## src/rtl/uart_irq_pkg.sv

```systemverilog
package uart_irq_pkg;
    localparam int unsigned STAT_W    = 11;
    localparam int unsigned BIT_RXLVL = 4;
    localparam int unsigned BIT_TXLVL = 5;
    localparam int unsigned EVT_BASE  = 6;
    localparam int unsigned EVT_N     = 5;

    typedef enum logic [1:0] {
        SEL_LEVEL = 2'd0,
        SEL_MASK  = 2'd1,
        SEL_CLEAR = 2'd2,
        SEL_NONE  = 2'd3
    } wr_sel_e;

    // Watermark code to eighths of FIFO depth; unused codes saturate.
    function automatic int unsigned wm_eighths(input logic [2:0] code);
        case (code)
            3'd0:    return 1;
            3'd1:    return 2;
            3'd2:    return 4;
            3'd3:    return 6;
            default: return 7;
        endcase
    endfunction
endpackage

```

## src/rtl/uart_wm_compare.sv

```systemverilog
module uart_wm_compare
    import uart_irq_pkg::*;
#(
    parameter int unsigned DEPTH   = 16,
    parameter int unsigned CNT_W   = $clog2(DEPTH + 1),
    parameter bit          RX_SIDE = 1'b1
) (
    input  logic             clk,
    input  logic             rst_n,
    input  logic [2:0]       code,
    input  logic [CNT_W-1:0] count,
    output logic             hit
);
    localparam logic [CNT_W-1:0] TOP_THR = CNT_W'((DEPTH * 7) / 8);

    logic [CNT_W-1:0] thr;

    always_comb begin
        thr = CNT_W'((DEPTH * wm_eighths(code)) / 8);
    end

    generate
        if (RX_SIDE) begin : g_rx
            always_comb hit = (count >= thr);
            p_top_code_r5: assert property (@(posedge clk) disable iff (!rst_n)
                (code >= 3'd4) |-> (hit == (count >= TOP_THR)));
        end else begin : g_tx
            always_comb hit = (count <= thr);
            p_top_code_r5: assert property (@(posedge clk) disable iff (!rst_n)
                (code >= 3'd4) |-> (hit == (count <= TOP_THR)));
        end
    endgenerate
endmodule

```

## src/rtl/uart_evt_latch.sv

```systemverilog
module uart_evt_latch (
    input  logic clk,
    input  logic rst_n,
    input  logic evt,
    input  logic clr,
    output logic q
);
    always_ff @(posedge clk or negedge rst_n) begin
        if (!rst_n) q <= 1'b0;
        else        q <= evt | (q & ~clr);
    end

    p_evt_wins_r8: assert property (@(posedge clk) disable iff (!rst_n)
        evt |=> q);
    p_clear_drops_r7: assert property (@(posedge clk) disable iff (!rst_n)
        (clr && !evt) |=> !q);
    p_hold_r6: assert property (@(posedge clk) disable iff (!rst_n)
        (!clr && !evt) |=> (q == $past(q)));
endmodule

```

## src/rtl/uart_irq_status.sv

```systemverilog
module uart_irq_status
    import uart_irq_pkg::*;
#(
    parameter int unsigned DEPTH = 16,
    parameter int unsigned CNT_W = $clog2(DEPTH + 1)
) (
    input  logic              clk,
    input  logic              rst_n,
    input  logic [CNT_W-1:0]  rx_count,
    input  logic [CNT_W-1:0]  tx_count,
    input  logic              evt_timeout,
    input  logic              evt_frame,
    input  logic              evt_parity,
    input  logic              evt_break,
    input  logic              evt_overrun,
    input  logic              wr_en,
    input  logic [1:0]        wr_sel,
    input  logic [STAT_W-1:0] wr_data,
    output logic [STAT_W-1:0] raw_status,
    output logic [STAT_W-1:0] masked_status,
    output logic              irq
);
    wr_sel_e           sel;
    logic [5:0]        lvl_q;
    logic [STAT_W-1:0] mask_q;
    logic [EVT_N-1:0]  evt_vec;
    logic [EVT_N-1:0]  clr_vec;
    logic [EVT_N-1:0]  lat_q;
    logic              rx_hit;
    logic              tx_hit;

    always_comb sel = wr_sel_e'(wr_sel);

    always_ff @(posedge clk or negedge rst_n) begin
        if (!rst_n) begin
            lvl_q  <= '0;
            mask_q <= '0;
        end else if (wr_en) begin
            unique case (sel)
                SEL_LEVEL: lvl_q  <= wr_data[5:0];
                SEL_MASK:  mask_q <= wr_data;
                default:   ;
            endcase
        end
    end

    uart_wm_compare #(.DEPTH(DEPTH), .CNT_W(CNT_W), .RX_SIDE(1'b1)) u_rx_wm (
        .clk(clk), .rst_n(rst_n), .code(lvl_q[5:3]), .count(rx_count), .hit(rx_hit));

    uart_wm_compare #(.DEPTH(DEPTH), .CNT_W(CNT_W), .RX_SIDE(1'b0)) u_tx_wm (
        .clk(clk), .rst_n(rst_n), .code(lvl_q[2:0]), .count(tx_count), .hit(tx_hit));

    always_comb begin
        evt_vec = {evt_overrun, evt_break, evt_parity, evt_frame, evt_timeout};
        clr_vec = (wr_en && sel == SEL_CLEAR) ? wr_data[EVT_BASE +: EVT_N] : '0;
    end

    generate
        for (genvar i = 0; i < EVT_N; i++) begin : g_evt
            uart_evt_latch u_lat (
                .clk(clk), .rst_n(rst_n), .evt(evt_vec[i]), .clr(clr_vec[i]), .q(lat_q[i]));
        end
    endgenerate

    always_comb begin
        raw_status                     = '0;
        raw_status[BIT_RXLVL]          = rx_hit;
        raw_status[BIT_TXLVL]          = tx_hit;
        raw_status[EVT_BASE +: EVT_N]  = lat_q;
        masked_status                  = raw_status & mask_q;
        irq                            = |masked_status;
    end

    p_masked_subset_r9: assert property (@(posedge clk) disable iff (!rst_n)
        (masked_status & ~raw_status) == '0);
    p_mask_load_r9: assert property (@(posedge clk) disable iff (!rst_n)
        (wr_en && wr_sel == 2'd1) |=> (mask_q == $past(wr_data)));
    p_zero_mask_quiet_r10: assert property (@(posedge clk) disable iff (!rst_n)
        (mask_q == '0) |-> !irq);
    p_low_bits_zero_r11: assert property (@(posedge clk) disable iff (!rst_n)
        (raw_status[3:0] == 4'd0) && (masked_status[3:0] == 4'd0));
endmodule

```

## config.mk

```make
export PLATFORM = sky130hd
export DESIGN_NAME = uart_irq_status
export DESIGN_NICKNAME = d
export VERILOG_FILES = /design/src/rtl/uart_irq_pkg.sv /design/src/rtl/uart_wm_compare.sv /design/src/rtl/uart_evt_latch.sv /design/src/rtl/uart_irq_status.sv
export SDC_FILE = /design/constraint.sdc
export NUM_CORES = 1
export LEC_CHECK = 0
export ABC_AREA = 0
export BUFFER_PORTS_ARGS = -buffer_cell sky130_fd_sc_hd__buf_2
export CORE_UTILIZATION = 48
export CTS_BUF_LIST = sky130_fd_sc_hd__clkbuf_8 sky130_fd_sc_hd__clkbuf_16
export DETAILED_ROUTE_END_ITERATION = 8
export PLACE_DENSITY = 0.87
export SYNTH_ARGS = -nofsm -noshare
export SYNTH_HDL_FRONTEND = slang
export SYNTH_SLANG_ARGS = --single-unit
```

## constraint.sdc

```tcl
create_clock -name clk -period 4.9 [get_ports clk]
set_input_delay 0.98 -clock clk [delete_from_list [all_inputs] [get_ports clk]]
set_output_delay 0.98 -clock clk [all_outputs]
set_load 0.005 [all_outputs]
```

[After elaboration in Yosys (flattened, before gate mapping)]
Index checks and enable logic that the tools add are counted.
Storage, ports and cells
  register bits: 22
  output and inout bits: 23
Operators by class
  $lt $le $gt $ge: 2
  equal/unequal tests: 8
  multiplexer cells: 3
  bitwise logic cells: 16
  reduce and logical (&&, ||, !) cells: 7
Operators by type and width (number)
  one-hot mux 3 bit (4 select lines): 2
  == test 3 x 2 -> 1 bit, second input constant: 4
  AND 11 bit: 1
  OR reduction 11 bit: 1
  == test 3 x 1 -> 1 bit, second input constant: 2
  logical NOT 3 bit: 2
  AND 1 bit: 5
  greater-or-equal comparator 5 x 4 -> 1 bit: 1
  less-or-equal comparator 5 x 4 -> 1 bit: 1
  two-way mux 5 bit: 1
  inverter 1 bit: 5
  bitwise OR 1 bit: 5
  AND reduction 2 bit: 2
  == test 2 x 1 -> 1 bit, second input constant: 1
  == test 2 bit, second input constant: 1
  logical NOT 2 bit: 1
  logical AND 1 bit: 1

[Logic depth before layout (Yosys ltp)]
  depth in word-level cells: 6
  depth in mapped cells: 7

[By module]
Synthesis repeated with hierarchy kept, for this count alone.
Second synthesis, totals
  cells, all modules: 95
  area, all modules: 1039.7 um2
By module, submodules not included
  uart_irq_status: times used 1, cells each 55, area an instance 684.4 um2
  uart_evt_latch: times used 5, cells each 3, area an instance 36.3 um2
  uart_wm_compare at u_tx_wm: times used 1, cells each 13, area an instance 88.8 um2
  uart_wm_compare at u_rx_wm: times used 1, cells each 12, area an instance 85.1 um2

[Worst setup path after synthesis]
No wires, ideal clock.
  kind: input to output
  start: in rx_count[1]
  end: out raw_status[4]
  arrival time: 1.972 ns
  required time: 3.920 ns
  slack: 1.948 ns
  cell stages on the path: 7
  path through: inv_1 ha_1 inv_1 o21ai_0 a21o_1 a211o_1 buf_4
On the way
  word-level cells in the longest chain between the ends: 1
Ends and longest elaborated chain
  start, declared: RTL line uart_irq_status.sv:9  | input logic [CNT_W-1:0] rx_count,
  greater-or-equal comparator 5 x 4 -> 1 bit: RTL line uart_wm_compare.sv:24  | always_comb hit = (count >= thr);
  end, declared: RTL line uart_irq_status.sv:19  | output logic [STAT_W-1:0] raw_status,
No other way between the ends.

[Worst setup path after layout]
  start: in rx_count[1]
  end: out irq
On the way
  word-level cells in the longest chain between the ends: 3
Ends and longest elaborated chain
  greater-or-equal comparator 5 x 4 -> 1 bit: RTL line uart_wm_compare.sv:24
  AND 11 bit: RTL line uart_irq_status.sv:70  | masked_status = raw_status & mask_q;
  OR reduction 11 bit: RTL line uart_irq_status.sv:71  | irq = |masked_status;
  end, declared: RTL line uart_irq_status.sv:21  | output logic irq
No other way between the ends.

==> metrics.md <==
| Metric | Value |
|---|---|
| Area delta synth->final | `20.3%` |
| Worst hold path type | `reg -> reg` |
| CTS clock-pin slew for the worst setup and hold paths | `approximately 0.060 ns` |
| Post-CTS setup buffer count | `0` |
| Crit path DAT | `between 2 and 2.5 ns` |
| Layout cell share with drive strength beyond 1 | `0.463` |
| Antenna violations before repair | `0` |
| Hold-fix buffers at CTS | `0` |
| Post-synth EDFFs | `0` |
| Iteration-0 DRC Markers | `12` |
| Synth unique cells | `24` |
| Final RePlAce weighted congestion | `0.777` |
| PortBufs | `45` |
| Total I/O pin count | `54` |
| Yosys top cell area share | `0.428` |
| Async SR Flop Fraction | `1.00` |
| Slowest stage delay, CP | `approximately 0.28 ns` |
| Total CTS buffers | `3` |
| Synthesized area per cell | `between 10 and 15 um2` |
| Row cnt | `16` |
| Layout Utilization | `0.633` |
| Syn Std Cell Area | `roughly 1100 um2` |
| CP endpoint kind | `output port` |
| Max-Cap Viols | `0` |
| DR vias | `803` |
| ANT cells | `0` |
| Fin nets | `175` |
| First-pass GRT wire length | `around 3400 um` |
| Final period utilization | `0.634` |
| DIE HEIGHT | `between 40 and 50 um` |
| TritonRoute pass-1 iters | `3` |
| Required time of the critical path | `between 3 and 4 ns` |
| Resize count post-CTS | `0` |
| Post-DP HPWL | `1590 um` |
| Synth Register Bits | `18` |
| Largest cells by area after synthesis | `dfrtp_1, mux2_2, buf_4, ha_1, a21o_1` |
| Buffers & Inverters on Critical Path | `4` |
| Crit path cell chain | `buf_2 > inv_1 > ha_1 > inv_1 > o21ai_0 > a41o_1 > a211o_1 > buf_2` |
| Critical path's slowest cell | `a41o_1` |
| CTS tree | `yes` |
| Fin. max-slew vios | `0` |
| Root Driver | `clkbuf_8` |
| Routed Antenna Nets | `0` |
| Cell Pwr Density | `~310 nW/um2` |
| Maximum clock rate | `between 300 and 400 MHz` |
| Most frequent cell after synthesis | `dfrtp_1` |
| Yosys top cell by area | `dfrtp_1` |
| Cells after Synth | `96` |
| Die area | `about 2400 um2` |
| Worst-Skew Late Latency | `around 0.25 ns` |
| Die width | `~49 um` |
| Commonest cells in the netlist | `dfrtp_1, buf_4, mux2_2, nand2_1` |
| Vias in the first global route | `around 840` |
| RSZ-0062 raised after global routing | `no` |
| H-tree depth | `1` |
| CTS max path bufs | `2` |
| CP Class | `in -> out` |
| Global route overflow | `0` |
| Yosys Warn Count | `0` |
| DRC viols | `0` |
| Vias per cell | `approximately 4.9` |
| Final Skew | `0 ns` |
| Clk sinks | `18` |
| P_leak | `between 0.6 and 0.7 nW` |
| Wire length per cell | `~12 um` |
| Setup tns final | `0 ns` |
| Core area | `between 2000 and 2500 um2` |
| # setup viols final | `0` |
| Initial core utilization | `0.526` |
| Count of final hold-check violations | `0` |
| Min cycle time layout | `3.11 ns` |
| Final WL | `1940 um` |
| Crit path max-delay family | `compound AO/OA/AOI/OAI gates` |
| Crit-path max FO | `2` |
| Startpoint Class | `input port` |
| Post-synthesis sequential area ratio | `0.428` |
| Prevailing post-synth register cell | `dfrtp_1` |
| GRT Total Usage | `0.184` |
| Worst IR Drop VDD | `approximately 0.18 mV` |
| Outcome | `finished, final reports clean` |
| Largest net degree at the start of global routing | `19` |
| Total power | `0.000396 W` |
-- per-stage QoR --
step | area (um2) | instances | hold slack, ns | worst slack (ns)
5_1_grt | 1270 | 163 | 0.508 | 1.70
6_report | 1270 | 163 | 0.490 | 1.79
3_5_place_dp | 1220 | 160 | 0.478 | 1.78
2_1_floorplan | 1080 | 103 | 0.464 | 1.95
3_3_place_gp | 1220 | 160 | 0.470 | 1.84
4_1_cts | 1270 | 163 | 0.493 | 1.79
-- cell type report --
cell class,instances,area (um2)
Fill cell,182,736
Multi-Input combinational cell,67,504
Sequential cell,18,450
Timing Repair Buffer,45,225
Clock buffer,3,41.3
Tap cell,27,33.8
Inverter,3,11.3
-- sequential cells by signal, indices dropped and copies added (netlist names) --
register and flops:
mask_q 7, lvl_q 6, g_evt.u_lat.q 5
-- kinds of logic (layout without fill, tap and decap cells) --
family	Yosys count	after routing	synth area share
mux	13	13	0.139
simple gates	24	24	0.131
fa+ha+maj	6	6	0.0713
compound gates	16	16	0.109
other cells	1	8	0.00356
flops	18	18	0.428
buf+inv	18	51	0.118
-- routing by layer --
layer | GRT usage | part of all wire | wire length [um]
met5 | 0 | 0 | 0
met4 | 0.113 | 0.026 | 50
met3 | 0.0374 | 0.047 | 91
met2 | 0.338 | 0.55 | 1060
met1 | 0.191 | 0.38 | 737
-- worst paths after layout --
check,endpoint,slack [ns],cells past startpoint,from
hold reg to reg,g_evt[0].u_lat.q$_DFF_PN0_,0.49,1,g_evt[0].u_lat.q$_DFF_PN0_
hold / removal,g_evt[0].u_lat.q$_DFF_PN0_,0.49,1,g_evt[0].u_lat.q$_DFF_PN0_
max in group asynchronous,mask_q[9]$_DFFE_PN0P_,3.97,1,rst_n
setup reg to reg,lvl_q[5]$_DFFE_PN0P_,4.11,1,lvl_q[5]$_DFFE_PN0P_
setup / recovery,irq,1.79,8,rx_count[1]
min in group asynchronous,g_evt[2].u_lat.q$_DFF_PN0_,0.65,1,rst_n
-- report_power, final --
part	switching, W	internal, W	total, W
Clock	0.0000455	0.0000545	0.000100
Combinational	0.0000480	0.0000627	0.000111
Sequential	0.0000143	0.000171	0.000185
-- cells in the final DEF, fill, tap and decap left out, drive strengths merged, types with 3 or more instances in the layout --
master	synthesis	layout
a21o	6	6
and2	6	6
conb	1	8
inv	3	3
nand2	7	7
clkbuf	0	3
nor2	4	4
mux2	13	13
o21ai	4	4
dfrtp	18	18
buf	15	45
ha	6	6
No activity file was read; power rests on OpenSTA's default activity.
